--- config.mk ---
export PLATFORM = sky130hd
export DESIGN_NAME = rx_discard_ack_engine
export DESIGN_NICKNAME = d
export VERILOG_FILES = /design/src/rtl/rxe_pkg.sv /design/src/rtl/rxe_path_state.sv /design/src/rtl/rxe_classify.sv /design/src/rtl/rxe_ack_fifo.sv /design/src/rtl/rxe_write_stage.sv /design/src/rtl/rx_discard_ack_engine.sv
export SDC_FILE = /design/constraint.sdc
export NUM_CORES = 1
export LEC_CHECK = 0
export ABC_AREA = 0
export ABC_CLOCK_PERIOD_IN_PS = 3000
export BUFFER_PORTS_ARGS = -buffer_cell sky130_fd_sc_hd__buf_2
export CAP_MARGIN = 20
export CORE_MARGIN = 2
export CORE_UTILIZATION = 29
export DETAILED_ROUTE_END_ITERATION = 6
export PLACE_DENSITY = 0.5
export REMOVE_ABC_BUFFERS = 1
export SLEW_MARGIN = 20
export SYNTH_ARGS = -nofsm -noshare
export SYNTH_HDL_FRONTEND = slang
export SYNTH_HIERARCHICAL = 1
export SYNTH_SLANG_ARGS = --single-unit
--- constraint.sdc ---
create_clock -name clk -period 3 [get_ports clk]
set_clock_uncertainty 0.15 [all_clocks]
set_input_delay 0.15 -clock clk [delete_from_list [all_inputs] [get_ports clk]]
set_output_delay 0.15 -clock clk [all_outputs]
set_load 0.005 [all_outputs]
--- src/rtl/rxe_pkg.sv ---
package rxe_pkg;

    // Outcome of one accepted packet
    typedef struct packed {
        logic store;     // write to local memory
        logic ack;       // queue an acknowledge to the sender
        logic mark_err;  // move the source path to error state
    } rxe_verdict_t;

endpackage

--- src/rtl/rxe_path_state.sv ---
module rxe_path_state #(
    parameter int SRC_W = 3
) (
    input  logic             clk,
    input  logic             rst_n,
    input  logic [SRC_W-1:0] rd_src,
    output logic             rd_err,
    input  logic             set_valid,
    input  logic [SRC_W-1:0] set_src,
    input  logic             clr_valid,
    input  logic [SRC_W-1:0] clr_src
);
    localparam int NODES = 1 << SRC_W;

    typedef struct packed {
        logic [NODES-1:0] err;
    } state_t;

    state_t st_d, st_q;

    // Set has priority over clear: the newer failure must stay visible.
    for (genvar i = 0; i < NODES; i++) begin : g_path
        always_comb begin
            st_d.err[i] = (set_valid && set_src == SRC_W'(i)) ||
                          (st_q.err[i] && !(clr_valid && clr_src == SRC_W'(i)));
        end
    end

    always_ff @(posedge clk) begin
        if (!rst_n) st_q <= '0;
        else        st_q <= st_d;
    end

    assign rd_err = st_q.err[rd_src];

    // an error bit never drops unless a clear was issued
    err_sticky_chk: assert property (@(posedge clk) disable iff (!rst_n)
        !$past(clr_valid) |-> ((st_q.err & $past(st_q.err)) == $past(st_q.err)));

endmodule

--- src/rtl/rxe_classify.sv ---
module rxe_classify
    import rxe_pkg::*;
(
    input  logic         fire,
    input  logic         pkt_err,
    input  logic         path_err,
    input  logic         rx_en,
    input  logic         rx_err_ok,
    input  logic         want_ack,
    output rxe_verdict_t verdict
);
    always_comb begin
        verdict          = '0;
        verdict.mark_err = fire && pkt_err;
        verdict.store    = fire && !pkt_err && rx_en && (!path_err || rx_err_ok);
        verdict.ack      = fire && !pkt_err && !path_err && want_ack;
    end
endmodule

--- src/rtl/rxe_ack_fifo.sv ---
module rxe_ack_fifo #(
    parameter int DEPTH = 2,
    parameter int W     = 3
) (
    input  logic         clk,
    input  logic         rst_n,
    input  logic         push,
    input  logic [W-1:0] push_data,
    output logic         full,
    output logic         pop_valid,
    input  logic         pop_ready,
    output logic [W-1:0] head
);
    localparam int PTR_W = (DEPTH > 1) ? $clog2(DEPTH) : 1;
    localparam int CNT_W = $clog2(DEPTH + 1);

    typedef struct packed {
        logic [DEPTH-1:0][W-1:0] mem;
        logic [PTR_W-1:0]        wr;
        logic [PTR_W-1:0]        rd;
        logic [CNT_W-1:0]        cnt;
    } state_t;

    state_t st_d, st_q;
    logic   pop;

    assign pop       = pop_valid && pop_ready;
    assign pop_valid = st_q.cnt != '0;
    assign full      = st_q.cnt == CNT_W'(DEPTH);
    assign head      = st_q.mem[st_q.rd];

    always_comb begin
        st_d = st_q;
        if (push) begin
            st_d.mem[st_q.wr] = push_data;
            st_d.wr = (st_q.wr == PTR_W'(DEPTH - 1)) ? '0 : st_q.wr + 1'b1;
        end
        if (pop) begin
            st_d.rd = (st_q.rd == PTR_W'(DEPTH - 1)) ? '0 : st_q.rd + 1'b1;
        end
        case ({push, pop})
            2'b10:   st_d.cnt = st_q.cnt + 1'b1;
            2'b01:   st_d.cnt = st_q.cnt - 1'b1;
            default: st_d.cnt = st_q.cnt;
        endcase
    end

    always_ff @(posedge clk) begin
        if (!rst_n) st_q <= '0;
        else        st_q <= st_d;
    end


    no_overflow_chk: assert property (@(posedge clk) disable iff (!rst_n)
        push |-> !full);


    ack_hold_chk: assert property (@(posedge clk) disable iff (!rst_n)
        (pop_valid && !pop_ready) |=> (pop_valid && $stable(head)));

endmodule

--- src/rtl/rxe_write_stage.sv ---
module rxe_write_stage #(
    parameter int ADDR_W = 16,
    parameter int DATA_W = 32
) (
    input  logic              clk,
    input  logic              rst_n,
    input  logic              load,
    input  logic [ADDR_W-1:0] load_addr,
    input  logic [DATA_W-1:0] load_data,
    input  logic              load_irq,
    output logic              free,
    output logic              mem_valid,
    input  logic              mem_ready,
    output logic [ADDR_W-1:0] mem_addr,
    output logic [DATA_W-1:0] mem_data,
    output logic              irq
);
    typedef struct packed {
        logic              valid;
        logic              irq_en;
        logic [ADDR_W-1:0] addr;
        logic [DATA_W-1:0] data;
        logic              irq;
    } state_t;

    state_t st_d, st_q;
    logic   done;

    assign done = st_q.valid && mem_ready;
    assign free = !st_q.valid || mem_ready;

    always_comb begin
        st_d     = st_q;
        st_d.irq = done && st_q.irq_en;
        if (load) begin
            st_d.valid  = 1'b1;
            st_d.irq_en = load_irq;
            st_d.addr   = load_addr;
            st_d.data   = load_data;
        end else if (done) begin
            st_d.valid  = 1'b0;
        end
    end

    always_ff @(posedge clk) begin
        if (!rst_n) st_q <= '0;
        else        st_q <= st_d;
    end

    assign mem_valid = st_q.valid;
    assign mem_addr  = st_q.addr;
    assign mem_data  = st_q.data;
    assign irq       = st_q.irq;


    mem_hold_chk: assert property (@(posedge clk) disable iff (!rst_n)
        (mem_valid && !mem_ready) |=> (mem_valid && $stable(mem_addr) && $stable(mem_data)));


    irq_after_write_chk: assert property (@(posedge clk) disable iff (!rst_n)
        irq |-> $past(mem_valid && mem_ready));

endmodule

--- src/rtl/rx_discard_ack_engine.sv ---
module rx_discard_ack_engine
    import rxe_pkg::*;
#(
    parameter int SRC_W     = 3,
    parameter int ADDR_W    = 16,
    parameter int DATA_W    = 32,
    parameter int ACK_DEPTH = 2
) (
    input  logic              clk,
    input  logic              rst_n,
    input  logic              in_valid,
    output logic              in_ready,
    input  logic [SRC_W-1:0]  in_src,
    input  logic              in_err,
    input  logic              req_ack,
    input  logic              pg_rx_en,
    input  logic              pg_rx_err_ok,
    input  logic              pg_irq,
    input  logic [ADDR_W-1:0] in_addr,
    input  logic [DATA_W-1:0] in_data,
    output logic              mem_valid,
    input  logic              mem_ready,
    output logic [ADDR_W-1:0] mem_addr,
    output logic [DATA_W-1:0] mem_data,
    output logic              ack_valid,
    input  logic              ack_ready,
    output logic [SRC_W-1:0]  ack_dst,
    output logic              irq,
    input  logic              clr_valid,
    input  logic [SRC_W-1:0]  clr_src
);
    rxe_verdict_t verdict;
    logic         fire;
    logic         path_err;
    logic         ack_full;
    logic         stage_free;

    assign in_ready = !ack_full && stage_free;
    assign fire     = in_valid && in_ready;

    rxe_path_state #(.SRC_W(SRC_W)) u_paths (
        .clk       (clk),
        .rst_n     (rst_n),
        .rd_src    (in_src),
        .rd_err    (path_err),
        .set_valid (verdict.mark_err),
        .set_src   (in_src),
        .clr_valid (clr_valid),
        .clr_src   (clr_src)
    );

    rxe_classify u_classify (
        .fire      (fire),
        .pkt_err   (in_err),
        .path_err  (path_err),
        .rx_en     (pg_rx_en),
        .rx_err_ok (pg_rx_err_ok),
        .want_ack  (req_ack),
        .verdict   (verdict)
    );

    rxe_write_stage #(.ADDR_W(ADDR_W), .DATA_W(DATA_W)) u_write (
        .clk       (clk),
        .rst_n     (rst_n),
        .load      (verdict.store),
        .load_addr (in_addr),
        .load_data (in_data),
        .load_irq  (pg_irq),
        .free      (stage_free),
        .mem_valid (mem_valid),
        .mem_ready (mem_ready),
        .mem_addr  (mem_addr),
        .mem_data  (mem_data),
        .irq       (irq)
    );

    rxe_ack_fifo #(.DEPTH(ACK_DEPTH), .W(SRC_W)) u_ackq (
        .clk       (clk),
        .rst_n     (rst_n),
        .push      (verdict.ack),
        .push_data (in_src),
        .full      (ack_full),
        .pop_valid (ack_valid),
        .pop_ready (ack_ready),
        .head      (ack_dst)
    );

    // a path in error never yields an acknowledge
    errored_no_ack_chk: assert property (@(posedge clk) disable iff (!rst_n)
        (fire && path_err) |-> !verdict.ack);

    // an errored packet is never stored
    bad_not_stored_chk: assert property (@(posedge clk) disable iff (!rst_n)
        (fire && in_err) |=> !(mem_valid && $changed(mem_addr) && !$past(mem_valid)));

endmodule

Word-level counts from Yosys, hierarchy flattened
Cells that the tools add are included.

word-level totals
  flip-flop bits (word level) = 69
  output and inout bits = 55

operators by class
  add/subtract/negate cells = 4
  order comparisons = 4
  equality and inequality tests = 17
  muxes and demuxes = 12
  reduce and logical (&&, ||, !) cells = 63

operator list
  operator                                                                       number
  1-bit logical AND                                                              36
  3-bit == test (second input constant)                                          8
  3-bit by 2-bit == test with 1-bit output (second input constant)               4
  1-bit logical NOT                                                              12
  1-bit logical OR                                                               10
  3-bit 2-to-1 mux                                                               3
  6-bit bitwise mux                                                              1
  3-bit by 1-bit == test with 1-bit output (second input constant)               2
  3-bit logical NOT                                                              2
  2-bit nonzero test                                                             3
  1-bit 2-to-1 mux                                                               5
  2-bit == test (second input constant)                                          2
  1-bit by 2-bit less-than comparator with 1-bit output (second input constant)  2
  3-bit by 4-bit less-than comparator with 1-bit output (second input constant)  1
  2-bit one-hot mux with 2 select lines                                          1
  1-bit binary-select mux with 3-bit select                                      1
  3-bit demux with 1-bit select                                                  1
  1-bit adder (second input constant)                                            2
  2-bit by 1-bit adder with 2-bit output (second input constant)                 1
  2-bit by 1-bit == test with 1-bit output (second input constant)               1
  2-bit by 1-bit subtractor with 2-bit output (second input constant)            1
  1-bit >= comparator (second input constant)                                    1

Logic depth before layout (Yosys ltp)
Gate-level depths: netlist (run 1).

  word-level depth = 9
  mapped depth = 8

Modules after synthesis
The synthesis (run 1) kept the hierarchy.

modules (own cells, without submodules)
  module                 instances  cells an instance  area each (um^2)
  rxe_write_stage        1          212                2309.7
  rxe_ack_fifo           1          45                 450.4
  rxe_path_state         1          44                 415.4
  rxe_classify           1          5                  36.3
  rx_discard_ack_engine  1          2                  15.0

Least setup slack after synthesis (run 1)
OpenSTA, ideal clock, no wires.

  path kind = register -> register
  start point = register u_paths/st_q[4] in the netlist's numbering
  end point = register u_ackq/st_q[1] in the netlist's numbering
  library setup time = 0.070 ns
  arrival = 2.238 ns
  slack = 0.542 ns
  stages on the path, launching flop included = 8
  buffers on the path = 0
  cells stage by stage = dfxtp_1 mux4_1 mux2_2 and4bb_2 inv_1 ha_1 or3_1 a21boi_1

RTL lines
  element                 line                  source
  start, declared         rxe_path_state.sv:19  state_t st_d, st_q;
  start signal, assigned  rxe_path_state.sv:31  else st_q <= st_d;
  end signal, assigned    rxe_ack_fifo.sv:50    else st_q <= st_d;
  end, declared           rxe_ack_fifo.sv:24    state_t st_d, st_q;

==> results, run 1 <==
- The run finished with clean final reports.
- The H-tree was split into 3 levels.
- The fraction of the mapped netlist area in adder cells is 0.00388.
- The relative max-transition margin is 0.377.
- Dividing the detail-routed wire length by the instance count gives 11.8 um.
- Along the worst hold path, the cell count comes to 3.
- The combinational family with the most area after synthesis is multiplexers.
- For this block, the routed nets add up to 6810 um of wire.
- The number of antenna diodes in the final layout is 0.
- The total power after layout is 0.00214 W.
- For this block, the initial DRC count from the detailed router was 51.
- The detailed-route via count is 2369.
- The number of placed instances, taps included is 510.
- In the finished design, the share of the clock period the worst path needs comes to 0.964.
- The total of endpoints with negative setup slack in the final report is 0.
- In this run, synthesis inferred 0 flip-flops with an integrated enable.
- The kind of end point of the critical path is a flop.
- The peak fanout along the critical path is 9.
- The vias per cell is 4.09.
- The worst register-to-register path has a depth of 7.
- The share of async-settable or async-resettable flops after synthesis is 0.
- The post-synthesis simple-gate area fraction is 0.168.
- The primary flip-flop cell chosen by synthesis mapping is sky130_fd_sc_hd__dfxtp_1.
- In this run, distinct cell masters in the synthesized netlist total 32.
- The fill cell total of the finished layout is 1090.
- The total grt overflow is 0.
- The clock sink total is 69.
- The number of buffer and inverter instances along the worst setup path is 3.
- The global-route wire length before repair is 10800 um.
- The die height is 109 um.
- The delay of the slowest cell on the worst path is 0.56 ns.
- TritonCTS built the clock tree.
- The number of nets still failing antenna checks after routing is 0.
- The via count of the first global-routing pass is 2340.
- On the critical path, the stage with the largest delay is an instance of sky130_fd_sc_hd__mux4_1.
- The setup slack at placement is 0.255 ns.
- The worst setup path is launched from an input pin.
- Of the total synthesized cell area, the portion taken by XOR and XNOR cells is 0.00814.
- The total of max-cap violations is 0.
- The leakage power summed over all cells is 1.83 nW.
- After detailed routing, the number of remaining DRC violations is 0.
- For the final routed database, the setup TNS stands at 0 ns.
- The count of pins on the block boundary is 120.
- At the worst endpoint, the arrival time is 3.01 ns.
- The number of I/O port buffers is 119.
- The number of antenna violations at the first check in global routing is 0.
- The count of cell instances traversed by the critical path is 9.
- The peak clock frequency supported by timing is 346 MHz.
- After the last flow step, the layout net total stands at 500.
- After clock tree synthesis, the clock-pin slew on the worst setup and hold paths is 0.08 ns.
- The number of buffers on the longest clock path is 2.
- TritonCTS created 9 clock buffers.
- The worst-case IR drop observed on VDD is 0.218 mV.
- The final core area utilization is 0.399.
- In the final layout, the share of cells above drive strength 1 is 0.330.
- Once layout is complete, the cells apart from fillers number 579.
- Yosys printed 6 warnings.
- Of the synthesized area, sequential elements account for 0.428.
- Traced cell by cell, the critical path runs through dlygate4sd3_1, clkbuf_4, mux4_1, mux2_2, and4bb_4, inv_1, ha_1, or3_1, a21boi_1.
- The final worst setup slack is 0.109 ns.
- The minimum period implied by the final worst setup slack is 2.89 ns.
- For the worst setup path, the data required time is 3.12 ns.
- The portion of synthesized area spent on multiplexers is 0.192.
- The worst setup path category is in2reg.
- The global routing usage summed across all routing layers is 0.116.
- The die is 109 um wide.
- The compound-gate portion of the synthesized area is 0.0523.
- The class of the tightest hold or removal check is in2reg.
- Clock tree synthesis selected as its root buffer the cell sky130_fd_sc_hd__clkbuf_8.
- The latest clock arrival within the worst-skew pair is 0.34 ns.
- At the pin with the least slew margin, the transition time is 0.935 ns.
- The pin count of the biggest net entering global routing is 70.
- The synthesized area divided by synthesized cell count is 10.5 um^2.
- The number of cell rows is 38.
- The signed area change from the synthesized netlist to the final layout is 33.9%.
- For this design the ratio of total power to cell area is 495 nW/um^2.
- The half-perimeter wire length after placement is 4480 um.
- The floorplan step defined a core boundary enclosing 10800 um^2.
- Synthesis handed over a netlist of 308 instances.
- The area of the die is 12000 um^2.
- The count of pins over their slew limit is 0.
- The first detailed-routing pass took 4 iterations.
- The count of final hold-check violations is 0.
- In this design, the largest share of critical-path delay is due to multiplexers.
- The congestion estimate from routability-driven global placement came to 0.750.
- Synthesis inferred 69 register bits.
- The starting utilization of the core area is 0.298.
- The number of setup buffers added after CTS is 0.
- The cell area after technology mapping is 3230 um^2.
cell usage after synthesis, drive strengths merged (2+ instances only):
| master | number | area, um^2 |
|---|---|---|
| nand2b | 5 | 31.3 |
| mux2 | 4 | 45.0 |
| mux2i | 52 | 521 |
| inv | 3 | 11.3 |
| and2 | 2 | 13.8 |
| clkbuf | 5 | 18.8 |
| a21boi | 14 | 105 |
| o21ai | 7 | 35.0 |
| buf | 54 | 447 |
| nand3 | 7 | 35.0 |
| nand2 | 10 | 37.5 |
| dfxtp | 69 | 1380 |
| o31ai | 2 | 15.0 |
| xnor2 | 3 | 26.3 |
| mux4 | 2 | 52.6 |
| nor2b | 57 | 357 |
kinds of logic (layout without fill, tap and decap cells):
kind of cell / count (synthesis) / after routing
XOR/XNOR: 3 / 3
buffers and inverters: 62 / 193
multiplexers: 58 / 58
AO/OA/AOI/OAI: 25 / 25
AND/OR/NAND/NOR: 90 / 90
flip-flops: 69 / 69
adder cells (fa/ha/maj): 1 / 1
registers in the layout, indices dropped and copies added (netlist names):
register / flops
u_write/irq: 1
u_write/mem_data: 32
u_write/mem_valid: 1
u_paths/st_q: 8
u_write/st_q: 1
u_ackq/st_q: 10
u_write/mem_addr: 16
repair_timing:
| item | in CTS | in global routing |
|---|---|---|
| endpoints found under the setup margin | 0 | 1 |
| resized for setup | 0 | 2 |
| hold buffers | 53 | 0 |
| hold endpoints to repair | 57 | 0 |
where the power goes:
group / switching [W] / internal (W)
clock network: 0.000347 / 0.000515
registers: 0.0000253 / 0.000954
logic: 0.000116 / 0.000182
total: 0.000488 / 0.00165
area by class of cell:
type | instances | area [um^2] | area share
tap | 140 | 175 | 0.0405
sequential | 69 | 1380 | 0.320
timing repair buffer | 174 | 1140 | 0.265
inverter | 3 | 11.3 | 0.00261
clock buffer | 13 | 159 | 0.0368
multi-input combinational | 177 | 1380 | 0.320
clock inverter | 3 | 67.6 | 0.0156
layout by cell type (no fill, tap or decap), types with 2 or more instances in the layout:
cell | Yosys | layout
sky130_fd_sc_hd__nand2b_1 | 5 | 5
sky130_fd_sc_hd__mux4_1 | 2 | 2
sky130_fd_sc_hd__a21boi_0 | 13 | 13
sky130_fd_sc_hd__nand3_1 | 7 | 7
sky130_fd_sc_hd__clkbuf_1 | 5 | 2
sky130_fd_sc_hd__inv_1 | 3 | 3
sky130_fd_sc_hd__nor2b_1 | 57 | 57
sky130_fd_sc_hd__xnor2_1 | 3 | 3
sky130_fd_sc_hd__bufinv_16 | 0 | 2
sky130_fd_sc_hd__mux2_2 | 4 | 4
sky130_fd_sc_hd__nand2_1 | 10 | 10
sky130_fd_sc_hd__mux2i_1 | 52 | 52
sky130_fd_sc_hd__o21ai_0 | 7 | 7
sky130_fd_sc_hd__buf_2 | 0 | 118
sky130_fd_sc_hd__clkbuf_8 | 0 | 11
sky130_fd_sc_hd__dlygate4sd3_1 | 0 | 53
sky130_fd_sc_hd__dfxtp_1 | 69 | 69
sky130_fd_sc_hd__buf_4 | 48 | 2
sky130_fd_sc_hd__o31ai_1 | 2 | 2
worst min-delay path, stage by stage:
cell                       delay, ns
sky130_fd_sc_hd__buf_2          0.12
sky130_fd_sc_hd__o31ai_1        0.08
sky130_fd_sc_hd__a21boi_0       0.15
layer usage:
metal / vias to the layer above / GRT usage / share of wire
met5: - / 0 / 0
met1: 1054 / 0.141 / 0.46
met4: 0 / 0.0678 / 0.018
met3: 10 / 0.0273 / 0.056
met2: 75 / 0.188 / 0.47
li1: 1230 / - / -
path summary, 6_finish.rpt:
check	start	to	slack, ns
hold reg to reg	u_ackq/st_q[8]	u_ackq/st_q[8]	0.32
hold / removal	clr_src[1]	u_paths/st_q[4]	0.04
setup / recovery	in_src[0]	u_ackq/st_q[1]	0.11
setup reg to reg	u_paths/st_q[3]	u_ackq/st_q[1]	0.39
metrics by stage:
stage / instance area, um^2 / hold WS (ns)
2_1_floorplan: 2760 / 0.122
3_3_place_gp: 3560 / 0.257
3_5_place_dp: 3560 / 0.264
4_1_cts: 4320 / 0.0153
5_1_grt: 4320 / 0.0478
6_report: 4320 / 0.0412
No activity file was read; power rests on OpenSTA's default activity.
==> run 2: changes to the inputs <==
--- a/config.mk
+++ b/config.mk
@@ -14,6 +14,7 @@
 export DETAILED_ROUTE_END_ITERATION = 6
 export PLACE_DENSITY = 0.5
 export REMOVE_ABC_BUFFERS = 1
+export SETUP_SLACK_MARGIN = 0.02
 export SLEW_MARGIN = 20
 export SYNTH_ARGS = -nofsm -noshare
 export SYNTH_HDL_FRONTEND = slang
==> constraint.sdc (replaced) <==
create_clock -name clk -period 3 [get_ports clk]
set_clock_uncertainty 0.15 [all_clocks]
set_input_delay 0.3 -clock clk [delete_from_list [all_inputs] [get_ports clk]]
set_output_delay 0.3 -clock clk [all_outputs]
set_load 0.005 [all_outputs]
==> run 2 against run 1 <==
  * Worst hold slack better by 0.026 ns
  * Power down 7.8%
  * Setup slack better by 0.32 ns
  * Maximum frequency up 13%
  * Combinational power down 17%
  * Register-to-register slack better by 0.04 ns
  * Wire length down 8.0%
==> results, run 2 (synthesis gave the netlist of run 1 again) <==
- The run finished with clean final reports.
- The starting DRC count in detailed routing is 67 (+31%).
- The worst ir drop on vdd is 0.200 mV (-8.5%).
- The fraction of layout instances using a drive strength above 1 is 0.377 (+0.0470).
- The number of flip-flops in the largest register is 32 (unchanged).
- The x dimension of the die came to 109 um (unchanged).
- The global routing usage summed across all routing layers came to 0.105 (-0.0117).
- The area of the die was 12000 um^2 (unchanged).
- The share of total power in sequential cells is 0.497 (+0.039).
- The number of buffers inserted during clock tree synthesis is 9 (unchanged).
- The half-perimeter wire length after placement is 4560 um (+1.7%).
- The number of setup buffers added after CTS is 0 (unchanged).
- The number of I/O port buffers was 119 (unchanged).
- The post-cts sizing count was 0 (unchanged).
- The fill cell total of the finished layout was 1127 (+3.4%).
- The die height is 109 um (unchanged).
- The relative contribution of combinational cells to total power is 0.125 (-0.014).
- The setup slack on the worst flop-to-flop path is 0.43 ns (+0.04 ns).
- The clock sink total is 69 (unchanged).
- The remaining routing DRC violations is 0 (unchanged).
- The net load switching power was 0.000473 W (-3.0%).
- Leaving out fill and tap cells, the most frequent cells in the layout are 119 x sky130_fd_sc_hd__buf_2, 69 x sky130_fd_sc_hd__dfxtp_1, 57 x sky130_fd_sc_hd__nor2b_1.
- The final cell area excluding filler cells is 3780 um^2 (-12%).
- The worst hold slack across all endpoints came to 0.0671 ns (+0.0260 ns).
- The cell depth of the worst min-delay path came to 3 (unchanged).
- The part of the cycle the worst path needs is 0.856 (-0.108).
- The internal cell power is 0.00150 W (-9.2%).
- The per-cell routed wire length came to 11.9 um (+1.1%).
- The leakage power summed over all cells is 1.60 nW (-12%).
- The data required time of the worst path came to 3.11 ns (about the same).
- The pin count of the biggest net entering global routing is 70 (unchanged).
- The global-route wire length before repair is 9730 um (-9.6%).
- The count of pins on the block boundary is 120 (unchanged).
- The total grt overflow is 0 (unchanged).
- The peak clock frequency supported by timing is 389 MHz (+13%).
- The number of buffers on the longest clock path is 2 (unchanged).
- The starting utilization of the core area is 0.298 (unchanged).
- Setup repair after global routing left no endpoint under its margin.
- The final estimated routing congestion in global placement came to 0.775 (+3.3%).
- The level count of the clock H-tree is 3 (unchanged).
- The count of pins over their slew limit is 0 (unchanged).
- The cell at the root of the clock tree is sky130_fd_sc_hd__clkbuf_8.
- The critical path data arrival time is 2.68 ns (-0.33 ns).
- From synthesis to final layout, the design area changed by 17.3%.
- The clock tree from TritonCTS is yes.
- The end point of the worst hold path is u_write/mem_addr[4].
- The clock network fraction of design power is 0.379 (-0.024).
- The length of the first detailed-routing pass in iterations was 3 (-1).
- The worst register-to-register path begins at u_paths/st_q[3].
- The via count of the first global-routing pass was 2121 (-9.4%).
- The cell area reported after detailed placement was 3590 um^2 (+0.91%).
- The transition time of the tightest slew-check pin is 0.929 ns (-0.00627 ns).
- The total power per unit cell area is 521 nW/um^2 (+5.4%).
- The launch instance of the worst min-delay path is in_addr[4].
- The total of max-cap violations is 0 (unchanged).
- The startpoint kind of the worst setup timing path is a flop.
- The cts-stage hold buffer count is 0 (-100%).
- The peak fanout along the critical path is 3 (-6).
- The depth of the worst register-to-register path is 7 (unchanged).
- The latest clock arrival within the worst-skew pair is 0.33 ns (about the same).
- The total wirelength of the detailed-routed design is 6270 um (-8.0%).
- The count of final hold-check violations is 0 (unchanged).
- The combined area of the multi-input logic cells came to 1380 um^2 (-0.27%).
- The number of cell rows was 38 (unchanged).
- In this run the critical register-to-register path is captured at u_ackq/st_q[1].
- The number of nets still failing antenna checks after routing is 0 (unchanged).
- The number of antenna violations at the first check in global routing was 0 (unchanged).
- The relative max-transition margin came to 0.381 (+0.00418).
- The class of the tightest hold or removal check is in2reg.
- The minimum period implied by the final worst setup slack came to 2.57 ns (-0.323 ns).
- The area occupied by registers is 1380 um^2 (unchanged).
- The vias per cell is 4.16 (+1.8%).
- The standard cell core area is 10800 um^2 (unchanged).
- The register clock-pin slew on the reported worst setup and hold paths is 0.08 ns (about the same).
- The kind of end point of the critical path is a flop.
- The switching portion of total power came to 0.240 (+0.0119).
- The number of antenna cells inserted was 0 (unchanged).
- The library cell used most frequently in the layout, excluding fill and tap cells, is sky130_fd_sc_hd__buf_2.
- The total of endpoints with negative setup slack in the final report is 0 (unchanged).
- The critical path in this run is classified as reg2reg.
- The number of nets in the layout is 448 (-10%).
- The detailed-route via count is 2194 (-7.4%).
- The sum of negative setup slack came to 0 ns (unchanged).
[run 2: final cells by class]
| type | instances | area share |
|---|---|---|
| clock buffer | 12 | 0.0384 |
| clock inverter | 4 | 0.0126 |
| inverter | 3 | 0.00298 |
| multi-input combinational | 177 | 0.365 |
| sequential | 69 | 0.365 |
| tap | 140 | 0.0463 |
| timing repair buffer | 122 | 0.170 |
[run 2: worst max path at each step]
stage                    startpoint                  end  slack (ns)  cells after the start
CTS                 u_paths/st_q[3]       u_ackq/st_q[1]        0.42                      7
global placement          in_src[0]       u_ackq/st_q[1]        0.20                      8
finish              u_paths/st_q[3]       u_ackq/st_q[1]        0.43                      7
floorplan                 in_src[0]  u_write/mem_addr[0]       -2.25                      5
detailed placement        in_src[0]       u_ackq/st_q[1]        0.20                      8
global route        u_paths/st_q[3]       u_ackq/st_q[1]        0.36                      7
[run 2: critical path, stage by stage (launching register included)]
cell	delay, ns
sky130_fd_sc_hd__dfxtp_1	0.32
sky130_fd_sc_hd__mux4_1	0.49
sky130_fd_sc_hd__mux2_2	0.31
sky130_fd_sc_hd__and4bb_2	0.32
sky130_fd_sc_hd__inv_1	0.07
sky130_fd_sc_hd__ha_1	0.33
sky130_fd_sc_hd__or3_1	0.38
sky130_fd_sc_hd__a21boi_1	0.13
[run 2: power groups by stage]
stage	Clock, W	Combinational [W]	Sequential (W)
global route	0.000830	0.000275	0.000986
detailed placement	0	0.000252	0.00100
finish	0.000747	0.000246	0.000980
CTS	0.000792	0.000253	0.000980
global placement	0	0.000249	0.00100
floorplan	0	0.000140	0.000999
[run 2: routing by layer]
metal | routed length, um | track usage | vias to the layer above
li1 | - | - | 1129
met5 | 0 | 0 | -
met1 | 2900 | 0.128 | 987
met4 | 106 | 0.0461 | 0
met2 | 2830 | 0.166 | 70
met3 | 441 | 0.0362 | 8
[run 2: per-stage QoR]
step	setup WS [ns]	std cells	total power (W)	utilization
final	0.431	527	0.00197	0.349
after global routing	0.356	527	0.00209	0.349
after CTS	0.423	527	0.00202	0.349
after detailed placement	0.196	511	0.00125	0.331
after global placement	0.197	511	0.00125	0.331
after floorplan	-2.25	249	0.00114	-
==> run 3: changes to the inputs <==
--- a/config.mk
+++ b/config.mk
@@ -9,7 +9,6 @@
 export ABC_CLOCK_PERIOD_IN_PS = 3000
 export BUFFER_PORTS_ARGS = -buffer_cell sky130_fd_sc_hd__buf_2
 export CAP_MARGIN = 20
-export CORE_MARGIN = 2
 export CORE_UTILIZATION = 29
 export DETAILED_ROUTE_END_ITERATION = 6
 export PLACE_DENSITY = 0.5
==> run 3 against run 2 <==
  * Via count up 1.5%
  * Cell count unchanged
  * Count of clock-buffer cells in the layout up 4
  * Sequential power about the same
  * Critical path type unchanged
  * Die area down 3.6%
  * Worst hold slack worse by 0.0012 ns
  * Combinational power about the same
  * First-iteration DRC count up 3.0%
==> results, run 3 (synthesis gave the netlist of run 1 again) <==
- The via count of the first global-routing pass is 2222 (+4.8%).
- The number of flip-flops in the largest register is 32 (unchanged).
- The number of I/O port buffers is 119 (unchanged).
- The number of nets still failing antenna checks after routing is 0 (unchanged).
- The standard cell core area is 10800 um^2 (unchanged).
- The half-perimeter wire length after placement is 4330 um (-5.1%).
- The number of placed instances, taps included is 511 (unchanged).
- The count of pins on the block boundary was 120 (unchanged).
- The number of buffers inserted during clock tree synthesis is 9 (unchanged).
- The peak clock frequency supported by timing came to 391 MHz (+0.47%).
- The global routing usage summed across all routing layers was 0.113 (+0.00870).
- The sum of negative setup slack is 0 ns (unchanged).
- The pin count of the biggest net entering global routing came to 70 (unchanged).
- The part of the cycle the worst path needs was 0.852 (-0.00404).
- The depth of the worst register-to-register path is 7 (unchanged).
- The post-cts sizing count came to 0 (unchanged).
- The detailed-route via count is 2228 (+1.5%).
- The length of the first detailed-routing pass in iterations is 4 (+1).
- The starting DRC count in detailed routing is 69 (+3.0%).
- The delay of the slowest cell on the worst path is 0.49 ns (about the same).
- Among cell families on the critical path, the largest total delay comes from multiplexers.
- The number of antenna cells inserted is 0 (unchanged).
- The total of endpoints with negative setup slack in the final report is 0 (unchanged).
- The total grt overflow was 0 (unchanged).
- The per-cell routed wire length is 11.6 um (-2.1%).
- The count of pins over their slew limit is 0 (unchanged).
- The global-route wire length before repair was 9980 um (+2.5%).
- The final estimated routing congestion in global placement is 0.743 (-4.1%).
- The library cells used most frequently in the layout, excluding fill and tap cells, are 119 x sky130_fd_sc_hd__buf_2, 69 x sky130_fd_sc_hd__dfxtp_1, 57 x sky130_fd_sc_hd__nor2b_1.
- The most common library cell in the layout ignoring fill and taps is sky130_fd_sc_hd__buf_2.
- Setup repair after global routing left no endpoint under its margin.
- The final cell count without fillers is 527 (unchanged).
- The register clock-pin slew on the reported worst setup and hold paths is 0.07 ns (about the same).
- The flow ran to the end, and the final reports show no timing, DRC or antenna violations.
- The number of antenna violations at the first check in global routing is 0 (unchanged).
- The total power per unit cell area is 514 nW/um^2 (-1.4%).
- The fraction of layout instances using a drive strength above 1 is 0.375 (-0.00258).
- The cts-stage hold buffer count is 0 (unchanged).
- The standard cell with the maximum stage delay on the critical path is sky130_fd_sc_hd__mux4_1.
- The count of final hold-check violations is 0 (unchanged).
- The count of cell instances traversed by the critical path is 7 (unchanged).
- The number of nets in the layout is 448 (unchanged).
- The worst ir drop on vdd is 0.166 mV (-17%).
- The relative max-transition margin came to 0.369 (-0.0117).
- The total wirelength of the detailed-routed design is 6140 um (-2.1%).
- The latest clock arrival within the worst-skew pair is 0.34 ns (about the same).
- The clock sink total is 69 (unchanged).
- The signed area change from the synthesized netlist to the final layout is 17.2% (about the same).
- The x dimension of the die came to 107 um (-1.8%).
- The critical path data arrival time is 2.67 ns (about the same).
- The remaining routing DRC violations was 0 (unchanged).
- The clock tree from TritonCTS is yes.
- Walking the worst path, the cells encountered are mux4_1, mux2_2, and4bb_2, inv_1, ha_1, or3_1, a21boi_1.
- The minimum period implied by the final worst setup slack is 2.56 ns (-0.0121 ns).
- The area of the die is 11600 um^2 (-3.6%).
- The total of max-cap violations is 0 (unchanged).
- The number of cell rows is 38 (unchanged).
- The number of buffers on the longest clock path is 2 (unchanged).
- The peak fanout along the critical path is 3 (unchanged).
- The kind of end point of the critical path is a flop.
- The transition time of the tightest slew-check pin is 0.946 ns (+0.0175 ns).
- The number of buffer and inverter instances along the worst setup path is 1 (unchanged).
- The leakage power summed over all cells is 1.60 nW (about the same).
- The class of the tightest hold or removal check is in2reg.
- The data required time of the worst path is 3.12 ns (about the same).
- The cell depth of the worst min-delay path came to 3 (unchanged).
- The worst hold slack across all endpoints came to 0.0660 ns (-0.00116 ns).
- The starting utilization of the core area came to 0.298 (unchanged).
- The cell at the root of the clock tree is sky130_fd_sc_hd__clkbuf_8.
- The vias per cell was 4.23 (+1.5%).
- The critical path in this run is classified as reg2reg.
- The startpoint kind of the worst setup timing path is a flop.
- The number of setup buffers added after CTS was 0 (unchanged).
- The level count of the clock H-tree was 3 (unchanged).
- The die height is 107 um (-1.8%).
[run 3: path summary, 6_finish.rpt]
path,start,endpoint,slack [ns]
min,in_addr[0],u_write/mem_addr[0],0.07
max,u_paths/st_q[3],u_ackq/st_q[1],0.44
max reg2reg,u_paths/st_q[3],u_ackq/st_q[1],0.44
min reg2reg,u_ackq/st_q[9],u_ackq/st_q[9],0.32
[run 3: cell type report]
| cell class | instances | area, um^2 |
|---|---|---|
| Clock buffer | 16 | 190 |
| Fill cell | 1142 | 7060 |
| Inverter | 3 | 11.3 |
| Multi-Input combinational cell | 177 | 1380 |
| Sequential cell | 69 | 1380 |
| Tap cell | 140 | 175 |
| Timing Repair Buffer | 122 | 643 |
[run 3: tightest hold or removal path, cell delays in order]
cell and delay (ns):
sky130_fd_sc_hd__buf_2 0.07, sky130_fd_sc_hd__mux2i_1 0.05, sky130_fd_sc_hd__nor2b_1 0.09
[run 3: layer usage]
layer	part of all wire	GRT usage	up-vias
li1	-	-	1126
met5	0	0	-
met1	0.45	0.127	1017
met2	0.46	0.185	76
met4	0.026	0.0861	0
met3	0.064	0.0278	9
[run 3: per-stage QoR]
stage	worst slack (ns)	utilization	area, um^2	power, W
global route	0.338	0.349	3780	0.00206
CTS	0.428	0.349	3780	0.00200
finish	0.444	0.349	3780	0.00194
detailed placement	0.199	0.331	3590	0.00125
floorplan	-2.25	-	2760	0.00114
global placement	0.211	0.331	3590	0.00125
[run 3: where the power goes]
group / internal, W / leakage (nW) / switching (W)
registers: 0.000954 / 0.560 / 0.0000255
logic: 0.000140 / 0.947 / 0.000105
clock network: 0.000393 / 0.0970 / 0.000326
total: 0.00149 / 1.60 / 0.000457
